`config.mk`:
```
export PLATFORM = sky130hd
export DESIGN_NAME = irq_cause_reg
export DESIGN_NICKNAME = d
export VERILOG_FILES = /design/src/rtl/irq_cause_pkg.sv /design/src/rtl/irq_cause_core.sv /design/src/rtl/irq_dma_hold.sv /design/src/rtl/irq_mask_reduce.sv /design/src/rtl/irq_cause_reg.sv
export SDC_FILE = /design/constraint.sdc
export NUM_CORES = 1
export LEC_CHECK = 0
export BUFFER_PORTS_ARGS = -buffer_cell sky130_fd_sc_hd__buf_2
export CORE_MARGIN = 10
export CORE_UTILIZATION = 37
export DETAILED_ROUTE_END_ITERATION = 8
export GPL_TIMING_DRIVEN = 0
export PLACE_DENSITY = 0.9
export SYNTH_ARGS = -nofsm -noshare
export SYNTH_HDL_FRONTEND = slang
export SYNTH_SLANG_ARGS = --single-unit
```
`constraint.sdc`:
```
create_clock -name clk_i -period 2.4 [get_ports clk_i]
set_input_delay 0 -clock clk_i [delete_from_list [all_inputs] [get_ports clk_i]]
set_output_delay 0 -clock clk_i [all_outputs]
set_load 0.01 [all_outputs]
```
`src/rtl/irq_cause_pkg.sv`:
```
package irq_cause_pkg;
  localparam int REG_W         = 32;
  localparam int GEN_W         = 24;
  localparam int BIT_FILT_PAR  = 26;
  localparam int BIT_ECC_FATAL = 27;
  localparam int BIT_BUS_ERR   = 28;
  localparam logic [REG_W-1:0] IMPL_MASK =
    (REG_W'(1) << BIT_BUS_ERR) | (REG_W'(1) << BIT_ECC_FATAL) |
    (REG_W'(1) << BIT_FILT_PAR) | ((REG_W'(1) << GEN_W) - REG_W'(1));
endpackage

```
`src/rtl/irq_cause_core.sv`:
```
module irq_cause_core
  import irq_cause_pkg::*;
(
  input  logic             clk_i,
  input  logic             rst_ni,
  input  logic [REG_W-1:0] set_i,
  input  logic [REG_W-1:0] clr_i,
  output logic [REG_W-1:0] cause_o
);
  logic [REG_W-1:0] cause_q;

  // set has priority over clear; unimplemented bits never hold state
  always_ff @(posedge clk_i or negedge rst_ni) begin
    if (!rst_ni) cause_q <= '0;
    else         cause_q <= ((cause_q & ~clr_i) | set_i) & IMPL_MASK;
  end

  assign cause_o = cause_q;
endmodule

```
`src/rtl/irq_dma_hold.sv`:
```
module irq_dma_hold (
  input  logic clk_i,
  input  logic rst_ni,
  input  logic set_i,
  input  logic rel_i,
  output logic hold_o
);
  logic hold_q;

  always_ff @(posedge clk_i or negedge rst_ni) begin
    if (!rst_ni) hold_q <= 1'b0;
    else         hold_q <= set_i | (hold_q & ~rel_i);
  end

  assign hold_o = hold_q;
endmodule

```
`src/rtl/irq_mask_reduce.sv`:
```
module irq_mask_reduce #(
  parameter int W = 32
) (
  input  logic [W-1:0] cause_i,
  input  logic [W-1:0] mask_i,
  output logic         irq_o
);
  assign irq_o = |(cause_i & mask_i);
endmodule

```
`src/rtl/irq_cause_reg.sv`:
```
module irq_cause_reg
  import irq_cause_pkg::*;
(
  input  logic             clk_i,
  input  logic             rst_ni,
  input  logic [GEN_W-1:0] gen_evt_i,
  input  logic             filt_par_evt_i,
  input  logic             ecc_fatal_evt_i,
  input  logic             bus_err_evt_i,
  input  logic             rd_en_i,
  input  logic             wr_en_i,
  input  logic [REG_W-1:0] wr_data_i,
  input  logic             mem_err_rd_i,
  input  logic [REG_W-1:0] mask_i,
  input  logic             soft_rst_i,
  output logic [REG_W-1:0] rd_data_o,
  output logic             irq_o,
  output logic             dma_block_o
);
  logic [REG_W-1:0] set_vec, clr_vec, cause;

  always_comb begin
    set_vec = '0;
    set_vec[GEN_W-1:0]    = gen_evt_i;
    set_vec[BIT_FILT_PAR]  = filt_par_evt_i;
    set_vec[BIT_ECC_FATAL] = ecc_fatal_evt_i;
    set_vec[BIT_BUS_ERR]   = bus_err_evt_i;
  end

  always_comb begin
    if (rd_en_i)      clr_vec = '1;
    else if (wr_en_i) clr_vec = wr_data_i;
    else              clr_vec = '0;
    clr_vec[BIT_FILT_PAR] = clr_vec[BIT_FILT_PAR] | mem_err_rd_i;
  end

  irq_cause_core u_core (
    .clk_i  (clk_i),
    .rst_ni (rst_ni),
    .set_i  (set_vec),
    .clr_i  (clr_vec),
    .cause_o(cause)
  );

  irq_dma_hold u_dma (
    .clk_i (clk_i),
    .rst_ni(rst_ni),
    .set_i (ecc_fatal_evt_i),
    .rel_i (soft_rst_i),
    .hold_o(dma_block_o)
  );

  irq_mask_reduce #(.W(REG_W)) u_irq (
    .cause_i(cause),
    .mask_i (mask_i),
    .irq_o  (irq_o)
  );

  assign rd_data_o = cause;
endmodule

```
==> impl_metrics.tcl <==
set metrics [dict create \
    status "finished, final reports clean" \
    grt_remaining_overflow 0 \
    hold_end "u_core.cause_o[2]" \
    relSlewSlack_pct 57.4 \
    p_seq_share_pct 46.4 \
    dieArea_um2 6120 \
    core_area_um2 3310 \
    wl_um 6300 \
    path_clk_slew_ns 0.14 \
    hp-class "primary input to register" \
    clkPwrFrac_pct 26.6 \
    drive_above_1_share_pct 49.5 \
    initial_utilization_pct 37.9 \
    r2r_cells 2 \
    cts.repair.resized 0 \
    io_pins 131 \
    fmax_mhz 549 \
    reg2reg_slack_ns 1.04 \
    numCtsBuffers 3 \
    drc 0 \
    wire_per_inst_um 18.7 \
    ys_types 18 \
    fin_tns_setup_ns 0 \
    p_leak_nw 1.22 \
    swShare_pct 25.5 \
    rsz0062_at_grt "no" \
    maxCapViolations 0 \
    r2r_end "u_core.cause_o[1]" \
    min_path_cells 3 \
    dp.final_hpwl_um 4140 \
    cp-start-kind "register" \
    grt_max_degree 29 \
    yosys_warnings 0 \
    grt_usage_pct 19.5 \
    place.gp.congestion 0.869 \
    synth_area_per_cell_um2 11.1 \
    period_needed_ns 1.82 \
    htreeDepth 1 \
    synth_seq_cells 28 \
    period_share_pct 75.8 \
    vias 1656 \
    portBuffers 114 \
    required_ns 2.40 \
    hold_viol 0 \
    antenna_left 0 \
    cts.path.max_buffers 2 \
    viasPerCell 4.91 \
    powerDensity_nw_per_um2 465 \
    yosysSeqAreaShare_pct 55.9 \
    antenna_found_initial 3 \
    dp_cells 277 \
    slew_viol_final 0 \
    syn2layout_area_growth_pct 97.8 \
    p_int_uw 859 \
    grt_pass1_wl_um 9630 \
    die_h_um 78.2 \
    reg2reg_from "u_core.cause_o[1]" \
    path_max_fanout 3 \
    clkLatencyLatePin_ns 0.32 \
    die_w_um 78.2 \
    synthCells 113 \
    row_count 21 \
    ir_drop_mv 0.243 \
    combPwrFrac_pct 27.0 \
    worstMarginPinSlew_ns 0.639 \
    setup_viol 0 \
    crit_arrival_ns 1.82 \
    cts_tree "done" \
    first_pass_iters 4 \
    drt_iter0_markers 99 \
    netlist_area_um2 1250 \
    min_from "wr_data_i[2]" \
    cts_sinks 28 \
    stdcell_count 337 \
    ctsRootBufferMaster "clkbuf_4" \
    critPathCaptureType "primary output" \
    grt_pass1_vias 1908 \
    path_class "register to primary output" \
    nets 385 \
    p_sw_uw 294 \
    fin_worst_skew_ns 0 \
]
==> power by group through the flow <==
stage | sequential (mW) | clock, mW | combinational (mW)
6_report | 0.536 | 0.306 | 0.311
5_1_grt | 0.540 | 0.326 | 0.338
4_1_cts | 0.533 | 0.310 | 0.302
3_5_place_dp | 0.542 | 0 | 0.227
3_3_place_gp | 0.541 | 0 | 0.222
2_1_floorplan | 0.555 | 0 | 0.0782
==> per-stage QoR <==
stage / instance area [um2] / hold slack [ns] / power [mW] / util, % / setup WS, ns
CTS: 2460 / 0.00000919 / 1.14 / 74.3 / 0.611
detailed placement: 1900 / 0.0492 / 0.769 / 57.3 / 0.984
global route: 2480 / 0.0134 / 1.20 / 74.9 / 0.469
floorplan: 1270 / -0.296 / 0.633 / - / 1.17
global placement: 1900 / 0.0492 / 0.762 / 57.3 / 0.980
finish: 2480 / 0.00839 / 1.15 / 74.9 / 0.580
==> state kept, by name (all words and copies together), names as in the netlist <==
signal          cells
u_core.cause_o     27
u_dma.hold_o        1
==> kinds of logic after synthesis <==
kind of cell | count (synthesis) | synth area share [%]
AOI/OAI and AO/OA | 42 | 28.6
buffers and inverters | 12 | 5.39
DFF | 28 | 55.9
other | 1 | 0.299
and+or+nand+nor | 30 | 9.78
==> critical path, cell delays in order, from the launching register on <==
cell and delay (ns):
dfrtp_1 0.44, a22o_1 0.23, a221oi_2 0.21, nand4_1 0.17, or3_1 0.32, buf_2 0.15
==> cell usage after synthesis, drive strengths merged <==
library cell / count / area [um2]
a22o: 1 / 8.76
a222oi: 1 / 10.0
buf: 8 / 52.6
a21o: 2 / 15.0
a221oi: 1 / 15.0
a211oi: 1 / 7.51
or3: 1 / 6.26
a22oi: 10 / 75.1
clkbuf: 2 / 7.51
conb: 1 / 3.75
dfrtp: 28 / 701
inv: 2 / 7.50
a31o: 26 / 228
nand4: 3 / 18.8
nand2: 26 / 97.6
==> placed cells by master (no fill, tap or decap), types with 2 or more instances in the layout <==
cell and count:
nand2_1 26, a31o_1 12, clkbuf_4 3, a21o_1 2, nand4_1 3, conb_1 5, buf_2 117, diode_2 4
buf_4 5, a22oi_1 10, dfrtp_1 28, clkbuf_1 2, dlygate4sd3_1 52, a31o_2 14
==> metal layers <==
metal	vias up	share of wire (%)	track usage [%]
li1	768	-	-
met1	790	34	18.8
met2	86	56	38.9
met3	12	6.7	4.56
met4	0	3.0	6.99
met5	-	0	0
==> cell type report <==
cell class | instances | area (um2)
antenna | 4 | 10.0
buffer | 10 | 60.1
clock buffer | 3 | 22.5
clock inverter | 1 | 30.0
fill | 246 | 831
inverter | 2 | 7.51
multi-input combinational | 77 | 500
sequential | 28 | 701
tap | 46 | 57.6
timing repair buffer | 166 | 1090
==> timing repair <==
| action | 4_1_cts | 5_1_grt |
|---|---|---|
| hold buffers | 51 | 1 |
| setup buffers | 0 | 0 |
| endpoints found under the hold margin | 56 | 1 |
==> how the worst max path moves through the flow <==
stage	slack [ns]	start	to
after detailed placement	0.98	u_core.cause_o[8]	irq_o
after floorplan	1.17	u_core.cause_o[8]	irq_o
after global routing	0.47	u_core.cause_o[8]	irq_o
final	0.58	u_core.cause_o[8]	irq_o
after global placement	0.98	u_core.cause_o[22]	irq_o
after CTS	0.61	u_core.cause_o[8]	irq_o
No activity file was read; power rests on OpenSTA's default activity.
